==> config.mk <==
export PLATFORM = sky130hd
export DESIGN_NAME = pam3_pattern_gen
export DESIGN_NICKNAME = d
export VERILOG_FILES = /design/src/rtl/pam3_pkg.sv /design/src/rtl/pam3_restart_ctrl.sv /design/src/rtl/pam3_phase_seq.sv /design/src/rtl/pam3_pattern_gen.sv
export SDC_FILE = /design/constraint.sdc
export NUM_CORES = 1
export LEC_CHECK = 0
export ABC_AREA = 1
export ABC_CLOCK_PERIOD_IN_PS = 2150
export BUFFER_PORTS_ARGS = -buffer_cell sky130_fd_sc_hd__buf_2
export CAP_MARGIN = 20
export CELL_PAD_IN_SITES_DETAIL_PLACEMENT = 0
export CELL_PAD_IN_SITES_GLOBAL_PLACEMENT = 1
export CORE_MARGIN = 2
export CORE_UTILIZATION = 34
export CTS_CLUSTER_SIZE = 10
export DETAILED_ROUTE_END_ITERATION = 6
export GPL_TIMING_DRIVEN = 1
export PLACE_DENSITY_LB_ADDON = 0.1
export SYNTH_ARGS = -nofsm -noshare
export SYNTH_HDL_FRONTEND = slang
export SYNTH_HIERARCHICAL = 1
export SYNTH_SLANG_ARGS = --single-unit
==> constraint.sdc <==
create_clock -name clk -period 2.15 [get_ports clk]
set_input_delay 0.3225 -clock clk [delete_from_list [all_inputs] [get_ports clk]]
set_output_delay 0.3225 -clock clk [all_outputs]
set_load 0.01 [all_outputs]
==> src/rtl/pam3_pkg.sv <==
package pam3_pkg;
  typedef logic [1:0] sym_t;

  localparam sym_t SYM_POS  = 2'b01;
  localparam sym_t SYM_ZERO = 2'b00;
  localparam sym_t SYM_NEG  = 2'b11;

  typedef enum logic [1:0] {
    MODE_QUIET = 2'b00,
    MODE_ALT   = 2'b01,
    MODE_RUNS  = 2'b10,
    MODE_RSVD  = 2'b11
  } mode_e;
endpackage

==> src/rtl/pam3_restart_ctrl.sv <==
module pam3_restart_ctrl
  import pam3_pkg::*;
(
  input  logic       clk,
  input  logic       rst,
  input  logic       run,
  input  logic [1:0] mode,
  output logic       restart,
  output logic       pattern_go,
  output logic       runs_mode
);
  mode_e mode_cur;
  mode_e mode_q;

  assign mode_cur = mode_e'(mode);

  always_ff @(posedge clk) begin
    if (rst) mode_q <= MODE_QUIET;
    else     mode_q <= mode_cur;
  end

  assign restart    = !run || (mode_cur != mode_q);
  assign runs_mode  = (mode_cur == MODE_RUNS);
  assign pattern_go = !restart && ((mode_cur == MODE_ALT) || (mode_cur == MODE_RUNS));

  // A steady pattern mode on this cycle means the same mode was seen on the last one.
  assert_go_needs_steady_mode_R8: assert property (@(posedge clk) disable iff (rst)
    pattern_go |-> (mode == $past(mode)));
endmodule

==> src/rtl/pam3_phase_seq.sv <==
module pam3_phase_seq #(
  parameter int RUN_LEN = 10
) (
  input  logic clk,
  input  logic rst,
  input  logic restart,
  input  logic adv,
  input  logic runs_mode,
  output logic level_pos
);
  localparam int CW = (RUN_LEN > 1) ? $clog2(RUN_LEN) : 1;
  localparam logic [CW-1:0] LAST = CW'(RUN_LEN - 1);

  logic [CW-1:0] run_cnt;

  always_ff @(posedge clk) begin
    if (rst || restart) begin
      level_pos <= 1'b1;
      run_cnt   <= '0;
    end else if (adv) begin
      if (!runs_mode) begin
        level_pos <= ~level_pos;
      end else if (run_cnt == LAST) begin
        run_cnt   <= '0;
        level_pos <= ~level_pos;
      end else begin
        run_cnt <= run_cnt + 1'b1;
      end
    end
  end

  assert_cnt_in_range_R5: assert property (@(posedge clk) disable iff (rst)
    run_cnt <= LAST);

  assert_alt_flips_R4: assert property (@(posedge clk) disable iff (rst)
    (adv && !runs_mode && !restart) |=> (level_pos != $past(level_pos)));
endmodule

==> src/rtl/pam3_pattern_gen.sv <==
module pam3_pattern_gen
  import pam3_pkg::*;
#(
  parameter int RUN_LEN = 10
) (
  input  logic       clk,
  input  logic       rst,
  input  logic       sym_en,
  input  logic       run,
  input  logic [1:0] mode,
  output logic [1:0] sym_out,
  output logic       sym_valid
);
  logic restart;
  logic pattern_go;
  logic runs_mode;
  logic adv;
  logic level_pos;
  sym_t sym_next;

  pam3_restart_ctrl u_ctrl (
    .clk        (clk),
    .rst        (rst),
    .run        (run),
    .mode       (mode),
    .restart    (restart),
    .pattern_go (pattern_go),
    .runs_mode  (runs_mode)
  );

  assign adv = sym_en && pattern_go;

  pam3_phase_seq #(.RUN_LEN(RUN_LEN)) u_seq (
    .clk       (clk),
    .rst       (rst),
    .restart   (restart),
    .adv       (adv),
    .runs_mode (runs_mode),
    .level_pos (level_pos)
  );

  always_comb begin
    if (adv)             sym_next = level_pos ? SYM_POS : SYM_NEG;
    else if (pattern_go) sym_next = sym_out;
    else                 sym_next = SYM_ZERO;
  end

  always_ff @(posedge clk) begin
    if (rst) begin
      sym_out   <= SYM_ZERO;
      sym_valid <= 1'b0;
    end else begin
      sym_out   <= sym_next;
      sym_valid <= run;
    end
  end

  assert_legal_code_R2: assert property (@(posedge clk) disable iff (rst)
    sym_out != 2'b10);

  assert_valid_follows_run_R3: assert property (@(posedge clk) disable iff (rst)
    run |=> sym_valid);

  assert_valid_drops_R3: assert property (@(posedge clk) disable iff (rst)
    !run |=> !sym_valid);

  assert_quiet_zero_R6: assert property (@(posedge clk) disable iff (rst)
    (run && (mode == MODE_QUIET || mode == MODE_RSVD)) |=> (sym_out == SYM_ZERO));

  assert_hold_when_stalled_R7: assert property (@(posedge clk) disable iff (rst)
    (pattern_go && !sym_en) |=> $stable(sym_out));

  assert_restart_zero_R8: assert property (@(posedge clk) disable iff (rst)
    restart |=> (sym_out == SYM_ZERO));
endmodule

==> Word level (Yosys, flattened, before mapping) <==
Index checks and enable logic that the tools add are counted.
{ "word_totals": {"input_bits": 6, "register_bits": 10, "word_cells": 28} }
{ "op_classes": {"n_eq_ne": 6, "n_bitwise": 1, "n_mux": 6, "reduce_logical": 9, "n_addsub": 1} }
{ "op_table": {"columns": ["operator", "n"], "rows": [
  ["2-bit two-way mux", 3],
  ["4-bit by 1-bit adder with 4-bit output (second input constant)", 1],
  ["4-bit equality test (second input constant)", 1],
  ["4-bit two-way mux", 1],
  ["2-bit AND reduction", 2],
  ["1-bit logical OR", 3],
  ["2-bit by 1-bit equality test with 1-bit output (second input constant)", 1],
  ["2-bit equality test (second input constant)", 1],
  ["1-bit logical AND", 2],
  ["1-bit zero test", 2],
  ["1-bit two-way mux", 2],
  ["2-bit by 1-bit != test with 1-bit output (second input constant)", 1],
  ["2-bit != test", 1],
  ["2-bit != test (second input constant)", 1],
  ["1-bit NOT", 1]
]} }

==> Longest topological paths before layout <==
Gate-level depths: netlist of the first run.
{ "logic_depth": {"ltp_word": 6, "depth_mapped": 11, "depth_no_buf": 11} }

==> Cells and area by module <==
The synthesis of the first run kept the hierarchy.
{ "modules_own_cells": {"columns": ["module", "n_inst", "cells_per_inst", "area_per_inst_um2"], "rows": [
  ["pam3_phase_seq", 1, 35, 236.5],
  ["pam3_restart_ctrl", 1, 17, 115.1],
  ["pam3_pattern_gen", 1, 14, 107.6]
]} }

==> Worst setup path after synthesis of the first run <==
No wires, ideal clock.
{ "synth_path": {"kind": "input to register", "start": "input port mode[0]", "end": "register u_seq.run_cnt[3]", "arrival_time_ps": 1479, "path_buffers": 0, "cell_stages": 10, "path_slack_ps": 557, "cell_sequence": "inv_2 -> ha_1 -> nor3_1 -> nand2_1 -> inv_1 -> nand2_2 -> nor2_1 -> nand2_1 -> nand2_1 -> nor2_1"} }
{ "synth_via": {"elab_chain_cells": 6} }
{ "synth_rtl": {"columns": ["item", "line_no", "text"], "rows": [
  ["start, declared", "pam3_pattern_gen.sv:10", "input logic [1:0] mode,"],
  ["2-bit != test", "pam3_restart_ctrl.sv:22", "assign restart = !run || (mode_cur != mode_q);"],
  ["1-bit logical OR", "pam3_restart_ctrl.sv:22", null],
  ["1-bit zero test", "pam3_restart_ctrl.sv:24", "assign pattern_go = !restart && ((mode_cur == MODE_ALT) || (mode_cur == MODE_RUNS));"],
  ["1-bit logical AND *", "pam3_restart_ctrl.sv:24", null],
  ["named net pattern_go", "pam3_pattern_gen.sv:15", "logic pattern_go;"],
  ["1-bit logical AND *", "pam3_pattern_gen.sv:31", "assign adv = sym_en && pattern_go;"],
  ["named net adv", "pam3_pattern_gen.sv:17", "logic adv;"],
  ["2-bit AND reduction (no line) *", null, null],
  ["end signal, assigned", "pam3_phase_seq.sv:27", "run_cnt <= run_cnt + 1'b1;"],
  ["end, declared", "pam3_phase_seq.sv:14", "logic [CW-1:0] run_cnt;"]
]} }
Mark *: on every way through the listed nets, which the timed path passes. The rest lies on a longest branch.
A chain may end at the register's enable or synchronous reset.

==> Worst setup path in the final report of the first run <==
{ "layout_path": {"start": "register u_ctrl.mode_q[1]", "end": "register u_seq.run_cnt[3]"} }
{ "layout_via": {"elab_chain_cells": 6} }
{ "layout_rtl": {"columns": ["item", "line_no", "text"], "rows": [
  ["start, declared", "pam3_restart_ctrl.sv:13", "mode_e mode_q;"],
  ["start signal, assigned", "pam3_restart_ctrl.sv:19", "else mode_q <= mode_cur;"],
  ["2-bit != test", "pam3_restart_ctrl.sv:22", null],
  ["1-bit logical OR", "pam3_restart_ctrl.sv:22", null],
  ["1-bit zero test", "pam3_restart_ctrl.sv:24", null],
  ["1-bit logical AND", "pam3_restart_ctrl.sv:24", null],
  ["named net pattern_go", "pam3_pattern_gen.sv:15", null],
  ["1-bit logical AND", "pam3_pattern_gen.sv:31", null],
  ["named net adv", "pam3_pattern_gen.sv:17", null],
  ["2-bit AND reduction (no line)", null, null]
]} }
The timed path passes the listed nets, and every way through them passes these cells.

==> impl_metrics.ini, run 1 <==
[worst_setup_path]
worstRegToRegCells = 11
crit_type = reg2reg
crit_path_end_kind = register
start_kind = register
max_stage_delay_ns = 0.34
worst_ep_arrival_time_ns = 1.72
worstPathMaxFanout = 7
crit_top_cell = nand2_1
cp_slowest_cell = dfxtp_1
crit_chain = inv_1 > nand2_1 > nand2_1 > nor3_1 > nand2_1 > inv_1 > nand2_2 > nor2_1 > nand2_1 > nand2_1 > nor2_1
required_ns = 2.31

[clocking]
cts_hold_repair.buffers = 0
cts_tree = done
cts.repair.resized = 0
cts_buffers = 3
cts_root_buffer = clkbuf_4
cts_buffer_depth = 2
path_clk_slew_ns = 0.07
cts_sinks = 10
post_cts.repair.setup_buffers = 0
h-tree-depth = 1
insertion_delay_ns = 0.26

[routing]
wl_met1_um = 382
antenna_left = 0
drt_iter0_drc = 2
vias_per_cell = 4.269
totalWireLength_um = 757
top_layer_used = met4
drc = 0
vias = 397
dr_wl_met3_um = 25
met2_length_um = 343
first_pass_iters = 2
routedWlPerCell_um = 8.140

[sta]
fin_skew_ns = 0.0008890
finalSetupViolations = 0
relSlewSlack_pct = 78.50
tightest_slew_ns = 0.3200
drv_slew = 0
finalHoldViolCount = 0
fmax_mhz = 641.1
min_period_ns = 1.560
setup_tns_ns = 0
finalCritPeriodShare_pct = 72.56
rsz0062_at_grt = no

[cells_and_area]
seqCellArea_sq_um = 200.2
area.growth.synth_to_final_pct = 20.71
multi_input_area_sq_um = 214.0
final_cells = 93
nNetsFinal = 86
drive_gt1_share_pct = 24.36
fillers = 143
num_antenna_cells = 0
final_util_pct = 43.14

[global_route]
antenna_found_initial = 0
grt_use_total_pct = 12.19
grt_pass1_vias = 343
grt_overflow = 0
grt_max_degree = 8
grt_pass1_wl_um = 1269

[synthesis]
yosys.area.top_type_share_pct = 43.60
synthesis.area_sq_um = 459.2
synth_fp_nets = 73
async_flop_share_pct = 0
synth-seq-area-share_pct = 43.60
synth_cell_types = 16
yosys_warnings = 6
ys.flop_type = dfxtp_1
ys_top_cells_by_count = nand2_1, dfxtp_1, inv_1, nor2_1
synthTopCellsByArea = dfxtp_1, nand2_1, inv_1, nor2_1, nand3_1
syn-instance-count = 66
synth-edff-count = 0
synth_area_leader_cell = dfxtp_1
syn_area_per_cell_sq_um = 6.957
ys_seq_elements = 10
yosysMostFrequentCell = nand2_1

[floorplanning]
io_pins = 9
core-area_sq_um = 1285
initial_core_util_pct = 35.74
dieWidth_um = 40.75
rows = 13
fp.dieArea_sq_um = 1661
die_h_um = 40.75

[power_and_ir_drop]
power_per_cell_area_nw_per_um2 = 693.0
p_leak_nw = 0.2578
peakVddDrop_mv = 0.3300

[hold_path]
hold_class = in2reg
hold_depth = 3

[placed_design]
place.gp.congestion = 0.6245
place_inst = 89
dp_hpwl_um = 611.3
numPortBuffers = 8

[job]
drv_cap = 0

[run_status]
run_status = completed
[cell usage in the layout (no fill, tap or decap), types with 2 or more instances in the layout]
cell type | synthesis | layout
nand3_1 | 4 | 4
nor2_1 | 10 | 10
clkbuf_4 | 0 | 3
nor2_2 | 2 | 2
buf_2 | 0 | 8
dfxtp_1 | 10 | 10
inv_1 | 10 | 10
a21oi_1 | 2 | 2
nor3_1 | 2 | 2
nand2_1 | 14 | 14
inv_2 | 2 | 2
o21ai_1 | 4 | 4
[cells by family after synthesis]
logic type | after synthesis | share of synthesized area, %
DFF | 10 | 43.60
AOI/OAI and AO/OA | 7 | 8.447
and+or+nand+nor | 36 | 35.43
buffers and inverters | 12 | 9.811
adders and majority gates | 1 | 2.724
[metal layers]
layer,track usage [%],vias up
met1,15.36,164
li1,-,227
met5,0,-
met2,17.06,4
met3,3.261,2
met4,10.00,0
[report_power, final]
part	switching, W	internal [W]	total, W
Combinational	0.0000168	0.0000116	0.0000284
Clock	0.0000630	0.000103	0.000166
Sequential	0.00000146	0.000189	0.000190
[worst max-delay path, delay by kind of cell (launching register included)]
family	cells	cell delay [ns]
and+or+nand+nor	9	0.96
buffers and inverters	2	0.15
DFF	1	0.34
[through the flow]
step	cell area (sq um)	setup slack, ns	hold slack, ns	total power [W]
final	554.3	0.5901	0.2858	0.0003841
after global routing	554.3	0.3723	0.2781	0.0004075
after CTS	554.3	0.5501	0.2795	0.0003936
after detailed placement	518.0	0.2724	0.4551	0.0002234
after global placement	518.0	0.2397	0.4606	0.0002234
after floorplan	459.2	0.5575	0.3849	0.0002115
[sequential cells by signal (all words and copies together) (netlist names)]
register / flops
u_ctrl/mode_q: 2
sym_valid: 1
u_seq/level_pos: 1
sym_out: 2
u_seq/run_cnt: 4
[worst paths after layout]
path / startpoint / slack [ns] / end
setup / recovery: u_ctrl/mode_q[1] / 0.59 / u_seq/run_cnt[3]
hold / removal: run / 0.29 / sym_valid
setup reg to reg: u_ctrl/mode_q[1] / 0.59 / u_seq/run_cnt[3]
hold reg to reg: sym_out[0] / 0.47 / sym_out[0]
[area by class of cell]
cell class              instances  share of cell area (%)
multi-input cells              44                   38.60
flip-flops and latches         10                   36.12
inverters                      12                   8.126
repair buffers                  8                   7.223
clock buffers                   4                   6.546
well taps                      15                   3.386
Note: power is estimated with default switching activity, not from simulation.
==> inputs of run 2 (changes only) <==
- ABC_AREA: 1 -> 0
- ABC_CLOCK_PERIOD_IN_PS: 2150 -> 1630
- CORE_UTILIZATION: 34 -> 35
- clock period: 2.15 -> 1.63 ns (I/O delays scaled with it)
==> run 2 against run 1 <==
  * Area after synthesis grew 1.9%
  * Non-clock buffer count increased by 4
  * Sequential cell count did not move
  * Hold slack worse by 0.083 ns
  * Synthesized cell count shrank 24%
  * Clock-buffer cell count is 1 lower
  * Routed wire length grew 7.0%
  * Cell count decreased by 15%
  * Register-to-register slack worse by 0.44 ns
  * Global-route usage increased by 0.63 points
  * Sequential power rose by 32%
  * Critical endpoint is now u_seq/run_cnt[1]
  * Largest cell class unchanged
  * Highest routed layer is now met3
==> impl_metrics.ini, run 2 <==
[run_status]
run_status = completed

[synthesis]
syn_area_per_cell_sq_um = 9.359
async_flop_share_pct = 0
yosys_warnings = 6
yosysMostFrequentCell = dfxtp_1
ys_seq_elements = 10
ys.flop_type = dfxtp_1
synth_cell_types = 27
synthesis.area_sq_um = 467.9
syn-instance-count = 50
synth-seq-area-share_pct = 42.78
synth_area_leader_cell = dfxtp_1
synthTopCellsByArea = dfxtp_1, nor2_1, nor2b_1, xnor2_1, xor2_1
ys_top_cells_by_count = dfxtp_1, nor2_1, inv_1, nor2b_1
synth-edff-count = 0
synth_fp_nets = 57
yosys.area.top_type_share_pct = 42.78

[worst_setup_path]
cp_slowest_cell = or3_1
crit_type = reg2reg
start_kind = register
crit_chain = xnor2_2 > and4b_1 > and2_4 > nand3_2 > or3_1 > a21oi_2
max_stage_delay_ns = 0.34
crit_family = simple AND/OR/NAND/NOR gates
worst_ep_arrival_time_ns = 1.68
worstPathMaxFanout = 4
required_ns = 1.82
crit_buf_inv = 0
crit_path_end_kind = register

[placed_design]
place_inst = 76
place.gp.congestion = 0.5938
numPortBuffers = 8
dp_hpwl_um = 666

[routing]
top_layer_used = met3
routedWlPerCell_um = 10.25
first_pass_iters = 3
drc = 0
dr_wl_met3_um = 25
vias_per_cell = 4.570
drt_iter0_drc = 8
vias = 361
totalWireLength_um = 810
met2_length_um = 403
wl_met1_um = 381
antenna_left = 0

[hold_path]
hold_class = in2reg

[clocking]
cts_root_buffer = clkbuf_4
cts_tree = done
h-tree-depth = 1
cts_buffers = 3
cts_sinks = 10
path_clk_slew_ns = 0.06
cts_buffer_depth = 2
insertion_delay_ns = 0.25

[power_and_ir_drop]
power_per_cell_area_nw_per_um2 = 779.0
p_leak_nw = 0.2621
total_power_w = 0.0004562
peakVddDrop_mv = 0.4550

[sta]
min_period_ns = 1.483
finalHoldViolCount = 0
relSlewSlack_pct = 87.37
finalSetupViolations = 0
hold_slack_ns = 0.2026
finalCritPeriodShare_pct = 90.98
fmax_mhz = 674.3
rsz0062_at_grt = no
tightest_slew_ns = 0.1893
drv_slew = 0
fin_skew_ns = 0.0005184

[cells_and_area]
layout_common_cells = dfxtp_1, nor2_1, buf_2
num_antenna_cells = 0
largest_reg_flops = 4
layout_commonest_cell = dfxtp_1
drive_gt1_share_pct = 35.94
top_regs = u_seq/run_cnt (4), sym_out (2), u_ctrl/mode_q (2)
final_cells = 79
largest_register = u_seq/run_cnt
nNetsFinal = 73
area.growth.synth_to_final_pct = 25.13

[global_route]
grt_max_degree = 8
grt_pass1_wl_um = 1290
grt_overflow = 0
grt_pass1_vias = 319
grt_use_total_pct = 12.81
antenna_found_initial = 0

[floorplanning]
initial_core_util_pct = 36.88
rows = 13
die_h_um = 40.57
dieWidth_um = 40.57
fp.dieArea_sq_um = 1646
io_pins = 9
core-area_sq_um = 1269

[job]
drv_cap = 0
run 2: cell types whose count changed after synthesis, sizes merged, moves of 2 or more:
| cell | change |
|---|---|
| xnor2 | +2 |
| nor2 | -4 |
| o21ai | -2 |
| nand3 | -3 |
| nor3 | -2 |
| xor2 | +2 |
| inv | -9 |
| nor2b | +3 |
| nand2 | -13 |
run 2: routing by layer:
layer | vias up | track usage [%]
li1 | 198 | -
met1 | 158 | 14.09
met2 | 5 | 20.63
met3 | 0 | 3.333
met4 | 0 | 10.00
met5 | - | 0
run 2: final cells by class:
type	instances	area [sq um]
well taps	15	18.77
repair buffers	12	70.07
flip-flops and latches	10	200.2
multi-input cells	36	262.8
fillers	116	683.2
inverters	3	11.26
clock buffers	3	22.52
run 2: per-stage QoR:
stage	utilization (%)	setup WS, ns	area (sq um)	TNS, ns
finish	46.15	0.1471	585.6	0
global route	46.15	0.03096	585.6	0
CTS	45.56	0.1231	578.1	0
detailed placement	43.79	-0.1030	555.5	-0.1933
global placement	43.79	-0.03326	555.5	-0.03326
floorplan	-	0.03813	470.5	0
run 2: worst paths after layout:
path | startpoint | end | slack [ns] | depth (start not counted)
max | u_ctrl/mode_q[0] | u_seq/run_cnt[1] | 0.15 | 6
min | rst | u_ctrl/mode_q[0] | 0.20 | 2
max reg2reg | u_ctrl/mode_q[0] | u_seq/run_cnt[1] | 0.15 | 6
min reg2reg | sym_out[0] | sym_out[0] | 0.47 | 2
run 2: what timing repair did:
| item | CTS | global route |
|---|---|---|
| buffers inserted | 0 | 0 |
| endpoints found under the setup margin | 0 | 1 |
| gates resized for setup | 0 | 1 |
| hold buffers | 0 | 0 |
| hold endpoints to repair | 0 | 0 |
run 2: power breakdown:
group / switching (W) / internal [W]
sequential: 0.00000214 / 0.000249
combinational: 0.0000209 / 0.0000253
clock: 0.0000741 / 0.0000848
run 2: cells by family (layout without fill, tap and decap cells):
logic type	after synthesis	count (layout)	synth area share (%)
and+or+nand+nor	24	24	31.82
AOI/OAI and AO/OA	6	6	9.890
adders and majority gates	1	1	2.673
xor gates and xnor gates	4	4	7.488
DFF	10	10	42.78
muxes	1	1	2.139
buffers and inverters	4	18	3.208
